--- config.mk ---
export PLATFORM = sky130hd
export DESIGN_NAME = inputAcqPort
export DESIGN_NICKNAME = d
export VERILOG_FILES = /design/src/rtl/acqPkg.sv /design/src/rtl/acqDatapath.sv /design/src/rtl/acqConvPulse.sv /design/src/rtl/acqCtrl.sv /design/src/rtl/inputAcqPort.sv
export SDC_FILE = /design/constraint.sdc
export NUM_CORES = 1
export LEC_CHECK = 0
export ABC_AREA = 1
export BUFFER_PORTS_ARGS = -buffer_cell sky130_fd_sc_hd__buf_2
export CORE_MARGIN = 5
export CORE_UTILIZATION = 49
export DETAILED_ROUTE_END_ITERATION = 8
export PLACE_DENSITY_LB_ADDON = 0.15
export SLEW_MARGIN = 15
export SYNTH_ARGS = -nofsm -noshare
export SYNTH_HDL_FRONTEND = slang
export SYNTH_SLANG_ARGS = --single-unit
--- constraint.sdc ---
create_clock -name clk -period 2.1 [get_ports clk]
set_clock_uncertainty 0.1 [all_clocks]
set_input_delay 0.315 -clock clk [delete_from_list [all_inputs] [get_ports clk]]
set_output_delay 0.315 -clock clk [all_outputs]
set_load 0.005 [all_outputs]
--- src/rtl/acqPkg.sv ---
package acqPkg;
  localparam int ACQ_NUM_VARS = 8;
  localparam int ACQ_ID_W     = $clog2(ACQ_NUM_VARS);
  localparam int ACQ_CNT_W    = ACQ_ID_W + 1;

  typedef struct packed {
    logic                wrEn;
    logic [ACQ_ID_W-1:0] wrIdx;
  } dpCtrl_t;

  typedef enum logic [1:0] {
    CV_IDLE  = 2'd0,
    CV_WAIT  = 2'd1,
    CV_PULSE = 2'd2
  } convState_t;
endpackage

--- src/rtl/acqDatapath.sv ---
module acqDatapath
  import acqPkg::*;
#(
  parameter int DATA_W = 8
) (
  input  logic                           clk,
  input  logic                           presetN,
  input  dpCtrl_t                        strobe,
  input  logic [DATA_W-1:0]              dataIn,
  output logic [ACQ_NUM_VARS*DATA_W-1:0] varsFlat
);
  for (genvar g = 0; g < ACQ_NUM_VARS; g++) begin : gSlot
    logic [DATA_W-1:0] slotQ;
    always_ff @(posedge clk) begin
      if (!presetN)
        slotQ <= '0;
      else if (strobe.wrEn && strobe.wrIdx == ACQ_ID_W'(g))
        slotQ <= dataIn;
    end
    assign varsFlat[g*DATA_W +: DATA_W] = slotQ;
  end

  // a slot that receives no write keeps its value
  assert_slots_retained_R6: assert property (@(posedge clk) disable iff (!presetN)
    !strobe.wrEn |=> $stable(varsFlat));
endmodule

--- src/rtl/acqConvPulse.sv ---
module acqConvPulse
  import acqPkg::*;
#(
  parameter int CONV_DELAY = 50,
  parameter int PW_W       = 8
) (
  input  logic            clk,
  input  logic            presetN,
  input  logic            trigger,
  input  logic            autoMode,
  input  logic [PW_W-1:0] cfgPulseWidth,
  output logic            pulseOn
);
  localparam int DLY_W = $clog2(CONV_DELAY + 1);

  convState_t       state;
  logic [DLY_W-1:0] waitCnt;
  logic [PW_W-1:0]  widCnt;

  always_ff @(posedge clk) begin
    if (!presetN) begin
      state   <= CV_IDLE;
      waitCnt <= '0;
      widCnt  <= '0;
    end else begin
      case (state)
        CV_IDLE: if (trigger && !autoMode && cfgPulseWidth != '0) begin
          state   <= CV_WAIT;
          waitCnt <= DLY_W'(CONV_DELAY - 1);
        end
        CV_WAIT: begin
          if (waitCnt == '0) begin
            if (cfgPulseWidth == '0) state <= CV_IDLE;
            else begin
              state  <= CV_PULSE;
              widCnt <= cfgPulseWidth - PW_W'(1);
            end
          end else waitCnt <= waitCnt - DLY_W'(1);
        end
        CV_PULSE: begin
          if (widCnt == '0) state <= CV_IDLE;
          else widCnt <= widCnt - PW_W'(1);
        end
        default: state <= CV_IDLE;
      endcase
    end
  end

  assign pulseOn = (state == CV_PULSE);

  // checker: length of the waiting phase before the pulse
  logic [DLY_W-1:0] waitLen;
  always_ff @(posedge clk) begin
    if (!presetN) waitLen <= '0;
    else if (state == CV_WAIT)
      waitLen <= (waitLen == DLY_W'(CONV_DELAY)) ? waitLen : waitLen + DLY_W'(1);
    else waitLen <= '0;
  end

  assert_pulse_delay_R9: assert property (@(posedge clk) disable iff (!presetN)
    $rose(pulseOn) |-> waitLen == DLY_W'(CONV_DELAY));
endmodule

--- src/rtl/acqCtrl.sv ---
module acqCtrl
  import acqPkg::*;
#(
  parameter int MIN_ACQ = 8
) (
  input  logic                 clk,
  input  logic                 presetN,
  input  logic                 offline,
  input  logic                 rdAct,
  input  logic                 lastAct,
  input  logic [ACQ_ID_W-1:0]  idSel,
  input  logic [ACQ_CNT_W-1:0] cfgNumInputs,
  input  logic                 cfgSlave,
  input  logic                 elabDone,
  output dpCtrl_t              dpStrobe,
  output logic                 readyAct,
  output logic                 busy,
  output logic [ACQ_ID_W-1:0]  nextId,
  output logic                 convTrigger
);
  localparam int HOLD_W = $clog2(MIN_ACQ + 1);

  logic [ACQ_NUM_VARS-1:0] gotMask, needMask, idOneHot, seenAfter;
  logic [ACQ_CNT_W-1:0]    ordCount, ordNext;
  logic [HOLD_W-1:0]       holdCnt;
  logic                    offlinePrev;
  logic acceptOk, storeOk, idInRange, slaveDone, ordDone, finishAcq;

  always_comb begin
    for (int i = 0; i < ACQ_NUM_VARS; i++)
      needMask[i] = (ACQ_CNT_W'(i) < cfgNumInputs);
  end

  assign idOneHot  = ACQ_NUM_VARS'(1) << idSel;
  assign idInRange = ({1'b0, idSel} < cfgNumInputs);
  assign acceptOk  = rdAct && !readyAct && !busy && !offline;
  assign storeOk   = acceptOk && (!cfgSlave || idInRange);
  assign seenAfter = gotMask | (storeOk ? idOneHot : '0);
  assign ordNext   = ordCount + ACQ_CNT_W'(1);
  assign slaveDone = ((seenAfter & needMask) == needMask) || lastAct;
  assign ordDone   = (ordNext >= cfgNumInputs);
  assign finishAcq = acceptOk && (cfgSlave ? slaveDone : ordDone);

  assign dpStrobe.wrEn  = storeOk;
  assign dpStrobe.wrIdx = cfgSlave ? idSel : ordCount[ACQ_ID_W-1:0];
  assign nextId         = cfgSlave ? '0 : ordCount[ACQ_ID_W-1:0];
  assign convTrigger    = (busy && elabDone) || (offlinePrev && !offline);

  always_ff @(posedge clk) begin
    if (!presetN) begin
      readyAct    <= 1'b0;
      holdCnt     <= '0;
      busy        <= 1'b0;
      gotMask     <= '0;
      ordCount    <= '0;
      offlinePrev <= 1'b0;
    end else begin
      offlinePrev <= offline;
      if (acceptOk) begin
        readyAct <= 1'b1;
        holdCnt  <= HOLD_W'(MIN_ACQ - 1);
      end else if (readyAct) begin
        if (holdCnt != '0) holdCnt <= holdCnt - HOLD_W'(1);
        else if (!rdAct)   readyAct <= 1'b0;
      end
      if (finishAcq) begin
        busy     <= 1'b1;
        gotMask  <= '0;
        ordCount <= '0;
      end else if (acceptOk) begin
        if (cfgSlave) gotMask  <= seenAfter;
        else          ordCount <= ordNext;
      end
      if (busy && elabDone) busy <= 1'b0;
    end
  end

  // checker: cycles ready has been active
  logic [HOLD_W-1:0] readyLen;
  always_ff @(posedge clk) begin
    if (!presetN) readyLen <= '0;
    else if (readyAct)
      readyLen <= (readyLen == HOLD_W'(MIN_ACQ)) ? readyLen : readyLen + HOLD_W'(1);
    else readyLen <= '0;
  end

  assert_ready_needs_rd_R1: assert property (@(posedge clk) disable iff (!presetN)
    $rose(readyAct) |-> $past(rdAct));
  assert_ready_min_len_R2: assert property (@(posedge clk) disable iff (!presetN)
    $fell(readyAct) |-> readyLen >= HOLD_W'(MIN_ACQ));
  assert_no_store_busy_R7: assert property (@(posedge clk) disable iff (!presetN)
    dpStrobe.wrEn |-> (!busy && !offline));
  assert_busy_holds_R8: assert property (@(posedge clk) disable iff (!presetN)
    (busy && !elabDone) |=> busy);
endmodule

--- src/rtl/inputAcqPort.sv ---
module inputAcqPort
  import acqPkg::*;
#(
  parameter int DATA_W     = 8,
  parameter int MIN_ACQ    = 8,
  parameter int CONV_DELAY = 50,
  parameter int PW_W       = 8
) (
  input  logic                           clk,
  input  logic                           presetN,
  input  logic                           offline,
  input  logic                           autoMode,
  input  logic                           rdPin,
  input  logic                           lastInPin,
  input  logic [ACQ_ID_W-1:0]            idSel,
  input  logic [DATA_W-1:0]              dataIn,
  input  logic                           elabDone,
  input  logic [ACQ_CNT_W-1:0]           cfgNumInputs,
  input  logic                           cfgSlave,
  input  logic [PW_W-1:0]                cfgPulseWidth,
  input  logic                           cfgPolRd,
  input  logic                           cfgPolReady,
  input  logic                           cfgPolLast,
  input  logic                           cfgPolConv,
  output logic                           readyPin,
  output logic                           busy,
  output logic [ACQ_ID_W-1:0]            nextId,
  output logic [ACQ_NUM_VARS*DATA_W-1:0] varsFlat,
  output logic                           startConv
);
  dpCtrl_t dpStrobe;
  logic rdAct, lastAct, readyAct, convTrigger, pulseOn;

  assign rdAct     = (rdPin == cfgPolRd);
  assign lastAct   = (lastInPin == cfgPolLast);
  assign readyPin  = readyAct ? cfgPolReady : ~cfgPolReady;
  assign startConv = pulseOn ? cfgPolConv : ~cfgPolConv;

  acqCtrl #(.MIN_ACQ(MIN_ACQ)) u_ctrl (
    .clk(clk), .presetN(presetN), .offline(offline), .rdAct(rdAct),
    .lastAct(lastAct), .idSel(idSel), .cfgNumInputs(cfgNumInputs),
    .cfgSlave(cfgSlave), .elabDone(elabDone), .dpStrobe(dpStrobe),
    .readyAct(readyAct), .busy(busy), .nextId(nextId),
    .convTrigger(convTrigger)
  );

  acqDatapath #(.DATA_W(DATA_W)) u_dp (
    .clk(clk), .presetN(presetN), .strobe(dpStrobe), .dataIn(dataIn),
    .varsFlat(varsFlat)
  );

  acqConvPulse #(.CONV_DELAY(CONV_DELAY), .PW_W(PW_W)) u_conv (
    .clk(clk), .presetN(presetN), .trigger(convTrigger), .autoMode(autoMode),
    .cfgPulseWidth(cfgPulseWidth), .pulseOn(pulseOn)
  );
endmodule

==> impl_metrics.csv, run 1 <==
group,metric,value,unit
status,outcome,"finished clean",
logic_synthesis,syn_inst,610,
clock_network,clock_tree_from_tritoncts,"built",
final_layout,area_added_between_synthesis_and_finish,22.1,%
final_layout,layout.cells.most_common_list,"inv_1, buf_2, dfxtp_1",
logic_synthesis,yosys_warnings,0,
die,core.rowCount,35,
place,place.port_buffers,104,
sta,worstMarginPinSlew,0.403,ns
clock_network,cts-root-buf,"clkbuf_8",
setup_path,worstSetupEndpointType,"flop",
place,dpl_wire_length,8.20,mm
final_layout,final.fill_count,885,
routing,total_length_of_routed_wires,11.4,mm
sta,hold_violations,0,
routing,detailedRoute.firstPassIterationCount,4,
power,report.power.total,3770,uW
logic_synthesis,async_reset_ff_share,0,%
final_layout,finalNetCount,774,
logic_synthesis,mappedNetlistNets,656,
place,placed_area,5340,um2
sta,fin_worst_hold_slack,0.0555,ns
global_route,globalRouteTotalUtil,19.9,%
logic_synthesis,synth-seq-cells,99,
place,gp_congestion,0.867,
die,die_x,107,um
routing,vias,4218,
sta,grt_setup_unrepaired,"yes",
final_layout,most_common_library_cell_in_the_layout_ignoring_fill_and_taps,"inv_1",
sta,slew_headroom,73.1,%
final_layout,drive_gt1_share,25.9,%
power,p_leak,0.00256,uW
logic_synthesis,synthesis.area_per_instance,7.54,um2
die,die-area,11400,um2
logic_synthesis,synth_cell_type_count,42,
setup_path,timing.critical_path.arrival,2.21,ns
sta,fmaxAchievable,500,MHz
setup_path,worstPathRequired,2.31,ns
setup_path,cp_cell_sequence,"ha_4, ha_1, a21boi_1, o21ai_1, a21boi_1, o31ai_1, inv_1, nand2_2, nand2_4, buf_16, nor2_2",
final_layout,final_design_area_no_fill,5620,um2
logic_synthesis,synth.area.top_cells,"dfxtp_1, inv_1, o21ai_0",
logic_synthesis,synth_sequential_area_ratio,43.1,%
clock_network,cts.htree.levels,3,
global_route,grt_first_pass_wirelength,18.4,mm
logic_synthesis,synth-edff-count,0,
sta,timing_max_transition_violations_final,0,
die,area_of_the_core,9200,um2
logic_synthesis,synth_top_cell_by_area,"dfxtp_1",
routing,drc,0,
die,initial_utilization,50.0,%
sta,minimum_clock_period_after_layout,2.00,ns
setup_path,start_kind,"flop",
setup_path,crit_slowest_cell,"dfxtp_2",
setup_path,critical_path_peak_fanout,6,
logic_synthesis,synth_ff_type,"dfxtp_1",
setup_path,critical-path-top-cell-by-count,"a21boi_1",
power,ir_worst_vdd,0.359,mV
global_route,grt_pass1_vias,3939,
setup_path,worst_setup_path_category,"flop to flop",
clock_network,numClockSinks,99,
global_route,number_of_antenna_violations_at_the_first_check_in_global_routing,0,
setup_path,crit_path_max_cell_delay,0.35,ns
final_layout,antenna_fix_cells,0,
sta,final_min_period_over_clock_period,95.3,%
clock_network,post_cts_buffers,0,
run,max_cap_viol_count,0,
min_path,hold_path_class,"primary input to flop",
logic_synthesis,synthDominantCellAreaShare,43.1,%
die,die_height,107,um
sta,final-setup-viol-count,0,
clock_network,worst_skew_pair.late_latency,0.36,ns
die,boundaryPins,105,
global_route,grt_max_degree,65,
logic_synthesis,mappedNetlistArea,4600,um2
routing,routedWlPerCell,13.5,um
power,p_per_area,671,nW/um2
clock_network,clk_path_buf_depth,2,
routing,drc_marker_count_from_the_first_detailed_route_iteration,146,
global_route,grt-ovfl-total,0,
clock_network,cts_inserted_buffers,9,
routing,antenna_violating_nets_post_route,0,
routing,average_vias_per_placed_instance,5.00,
clock_network,clk_pin_slew_worst_paths,0.10,ns
-- timing repair --
action | CTS | global route
hold endpoints to repair | 0 | 0
pin swaps | 3 | 5
gates cloned | 1 | 0
hold buffers | 0 | 0
endpoints found under the setup margin | 7 | 15
gates resized for setup | 6 | 18
-- worst max-delay path, delay by kind of cell, from the launching register on --
family / cells / cell delay (ns)
AND/OR/NAND/NOR: 3 / 0.24
adder cells (fa/ha/maj): 2 / 0.50
flip-flops: 1 / 0.35
buffers and inverters: 2 / 0.24
AO/OA/AOI/OAI: 4 / 0.51
-- sequential cells by signal, summed over array words and instances (netlist names) --
name / count
u_conv.state: 2
u_conv.widCnt: 8
u_ctrl.readyAct: 1
u_ctrl.ordCount: 4
u_ctrl.offlinePrev: 1
u_dp.gSlot.slotQ: 64
u_ctrl.gotMask: 8
u_ctrl.holdCnt: 4
u_ctrl.busy: 1
u_conv.waitCnt: 6
-- Yosys cell counts, types with 10 or more instances --
cell type,count
nand3_1,19
xor2_1,10
nor2_2,10
inv_1,118
dfxtp_1,99
nand2_1,55
a21oi_1,80
nor2_1,35
nor3_1,10
o21ai_0,84
ha_1,11
-- metal layers --
metal,track usage [%],vias up,wire (um)
met4,4.38,0,104
met2,33.1,90,5370
li1,-,2209,-
met3,4.21,12,637
met5,0,-,0
met1,26.6,1907,5240
-- where the power goes --
group	switching [uW]	internal [uW]	total (uW)
logic	361	246	608
registers	47.6	1950	2000
clock network	708	455	1160
-- final cells by class --
| class | count | area (um2) | area share [%] |
|---|---|---|---|
| clock buffer | 10 | 128 | 2.27 |
| sequential | 99 | 1990 | 35.3 |
| tap | 111 | 139 | 2.47 |
| multi-input combinational | 365 | 2080 | 37.1 |
| inverter | 123 | 464 | 8.26 |
| clock inverter | 6 | 55.1 | 0.980 |
| timing repair buffer | 130 | 764 | 13.6 |
-- per-stage QoR --
stage                     setup TNS (ns)  setup slack [ns]  util, %  cells
after CTS                              0           0.00749     60.5    844
final                                  0            0.0997     61.1    844
after floorplan                        0             0.140        -    610
after global placement                 0            0.0137     58.0    827
after detailed placement          -0.774           -0.0495     58.0    827
after global routing             -0.0495           -0.0121     61.1    844
-- final timing paths --
check	startpoint	slack (ns)	cells past startpoint	endpoint
max	u_ctrl.ordCount[0]	0.1	11	u_ctrl.ordCount[0]
min	offline	0.06	3	u_ctrl.offlinePrev
max reg2reg	u_ctrl.ordCount[0]	0.1	11	u_ctrl.ordCount[0]
min reg2reg	u_dp.gSlot[1].slotQ[2]	0.34	2	u_dp.gSlot[1].slotQ[2]
-- cell families (layout without fill, tap and decap cells) --
| family | Yosys count | count (layout) | synth area share [%] |
|---|---|---|---|
| AND/OR/NAND/NOR | 151 | 151 | 16.1 |
| buffers and inverters | 146 | 269 | 13.1 |
| multiplexers | 2 | 2 | 0.462 |
| XOR/XNOR | 12 | 12 | 2.28 |
| flip-flops | 99 | 99 | 43.1 |
| AO/OA/AOI/OAI | 189 | 189 | 22.0 |
| adder cells (fa/ha/maj) | 11 | 11 | 2.99 |
Note: power is estimated with default switching activity, not from simulation.
==> run 2: changes to the inputs <==
==> constraint.sdc (replaced) <==
create_clock -name clk -period 2.1 [get_ports clk]
set_clock_uncertainty 0.1 [all_clocks]
set_input_delay 0.42 -clock clk [delete_from_list [all_inputs] [get_ports clk]]
set_output_delay 0.42 -clock clk [all_outputs]
set_load 0.005 [all_outputs]
==> impl_metrics.csv, run 2 (synthesized netlist as in run 1, its figures left out) <==
group,metric,value,unit
status,outcome,"finished clean",
routing,routedWlPerCell,13.1,um
final_layout,multi_input_comb_area,2090,um2
setup_path,worstPathRequired,2.28,ns
setup_path,timing.critical_path.arrival,2.18,ns
clock_network,post_cts_buffers,0,
setup_path,cp_cell_sequence,"buf_6, nand3_2, xor2_1, ha_1, a21boi_1, o31ai_1, inv_1, nand2_2, nand2_4, buf_12, nor2_2",
power,report.power.total,3830,uW
setup_path,crit-reg2reg-launch,"u_ctrl.ordCount[0]",
die,boundaryPins,105,
sta,fmaxAchievable,500,MHz
place,place.port_buffers,104,
clock_network,cts_inserted_buffers,9,
power,ir_worst_vdd,0.390,mV
die,core.rowCount,35,
sta,minimum_clock_period_after_layout,2.00,ns
setup_path,timing.critical_path.to,"u_ctrl.ordCount[1]",
global_route,grt_max_degree,65,
power,p_per_area,656,nW/um2
power,power.share.switching,29.6,%
clock_network,numClockSinks,99,
die,die_height,107,um
die,initial_utilization,50.0,%
setup_path,critical_path_depth,11,
routing,met1Wirelength,5.43,mm
power,power.combinational.fraction,16.8,%
global_route,grt_pass1_vias,4042,
global_route,number_of_antenna_violations_at_the_first_check_in_global_routing,0,
final_layout,area_added_between_synthesis_and_finish,26.7,%
routing,highest-signal-layer,"met4",
setup_path,setup.reg_to_reg.worst_slack,0.1,ns
die,area_of_the_core,9200,um2
setup_path,worst_setup_path_category,"flop to flop",
clock_network,cts.htree.levels,3,
final_layout,largest_reg_flops,64,
global_route,globalRouteTotalUtil,20.0,%
final_layout,final.fill_count,820,
final_layout,area.sequential,1990,um2
die,die_x,107,um
sta,hold_violations,0,
final_layout,registers.top_by_ff_count,"u_dp.gSlot.slotQ",
setup_path,crit_path_max_cell_delay,0.37,ns
setup_path,worstSetupEndpointType,"flop",
final_layout,antenna_fix_cells,0,
power,seq_power_share,52.3,%
routing,detailedRoute.firstPassIterationCount,4,
setup_path,depth_of_the_most_critical_reg_to_reg_path,11,
routing,vias,4257,
clock_network,cts-root-buf,"clkbuf_8",
place,dp.cells,852,
final_layout,drive_gt1_share,28.8,%
sta,grt_setup_unrepaired,"no",
final_layout,layout.cells.most_common_list,"inv_1, buf_2, dfxtp_1",
setup_path,crit_slowest_cell,"dfxtp_2",
power,cellInternalPower,2690,uW
power,p_leak,0.00267,uW
place,dpl_wire_length,8.49,mm
power,power.net_switching,1130,uW
sta,worstMarginPinSlew,0.412,ns
routing,antenna_violating_nets_post_route,0,
die,die-area,11400,um2
final_layout,largestRegisters,"u_dp.gSlot.slotQ x64, u_conv.widCnt x8, u_ctrl.gotMask x8",
sta,final-setup-viol-count,0,
final_layout,most_common_library_cell_in_the_layout_ignoring_fill_and_taps,"inv_1",
routing,average_vias_per_placed_instance,4.90,
sta,final.setup.worst_slack,0.0994,ns
final_layout,fin_cells,868,
setup_path,critical_path.top_delay_family,"flip-flops",
clock_network,clock_tree_from_tritoncts,"built",
final_layout,finalNetCount,798,
routing,met3_wirelength,434,um
run,max_cap_viol_count,0,
routing,drc_marker_count_from_the_first_detailed_route_iteration,166,
place,post-place-ws,-0.178,ns
clock_network,clk_pin_slew_worst_paths,0.10,ns
setup_path,start_kind,"flop",
min_path,hold_path_class,"primary input to flop",
setup_path,startpoint,"u_ctrl.ordCount[0]",
power,power.clock.fraction,30.9,%
sta,final_min_period_over_clock_period,95.3,%
routing,met2RoutedLength,5.48,mm
sta,timing_max_transition_violations_final,0,
setup_path,total_buffers_and_inverters_traversed_by_the_critical_path,3,
routing,total_length_of_routed_wires,11.4,mm
clock_network,worst_skew_pair.late_latency,0.35,ns
sta,fin_worst_hold_slack,0.161,ns
global_route,grt_first_pass_wirelength,18.8,mm
place,gp_congestion,0.846,
sta,slew_headroom,72.5,%
setup_path,ff_to_ff_end,"u_ctrl.ordCount[1]",
clock_network,clk_path_buf_depth,2,
global_route,grt-ovfl-total,0,
setup_path,critical_path_peak_fanout,7,
routing,drc,0,
==> run 2: layout make-up <==
class,instances,share of cell area [%]
multi-input combinational,365,35.8
sequential,99,34.0
timing repair buffer,154,16.5
inverter,123,7.96
tap,111,2.38
clock buffer,9,2.12
clock inverter,7,1.20
==> run 2: worst min-delay path by stage <==
| stage | startpoint | endpoint | slack [ns] | depth (start not counted) |
|---|---|---|---|---|
| floorplan | u_dp.gSlot[0].slotQ[7] | u_dp.gSlot[0].slotQ[7] | 0.34 | 2 |
| global placement | u_dp.gSlot[2].slotQ[7] | u_dp.gSlot[2].slotQ[7] | 0.33 | 2 |
| detailed placement | u_dp.gSlot[0].slotQ[0] | u_dp.gSlot[0].slotQ[0] | 0.33 | 2 |
| CTS | offline | u_ctrl.offlinePrev | 0.14 | 3 |
| global route | offline | u_ctrl.offlinePrev | 0.16 | 3 |
| finish | offline | u_ctrl.offlinePrev | 0.16 | 3 |
==> run 2: repair_timing <==
item,in CTS,in global routing
setup endpoints to repair,9,18
resized for setup,3,21
hold buffers,0,0
pin swaps,2,7
==> run 2: through the flow <==
stage | TNS (ns) | instance area, um2 | utilization [%]
2_1_floorplan | 0 | 4600 | -
3_3_place_gp | -4.74 | 5560 | 60.5
3_5_place_dp | -7.65 | 5560 | 60.5
4_1_cts | 0 | 5770 | 62.8
5_1_grt | 0 | 5830 | 63.4
6_report | 0 | 5830 | 63.4
==> run 2: tightest hold or removal path: stages <==
cell and delay [ns]:
buf_2 0.09, nand2_1 0.04, inv_1 0.04
==> run 2: power by group through the flow <==
stage / combinational [uW] / clock, uW / sequential [uW]
4_1_cts: 628 / 1220 / 2000
5_1_grt: 726 / 1300 / 2010
2_1_floorplan: 371 / 0 / 2030
3_3_place_gp: 601 / 0 / 2040
3_5_place_dp: 622 / 0 / 2040
6_report: 643 / 1180 / 2000
==> run 2: per-layer routing <==
layer | GRT usage [%] | vias up
met5 | 0 | -
met2 | 32.8 | 70
met4 | 4.75 | 0
li1 | - | 2250
met3 | 4.15 | 2
met1 | 27.2 | 1935
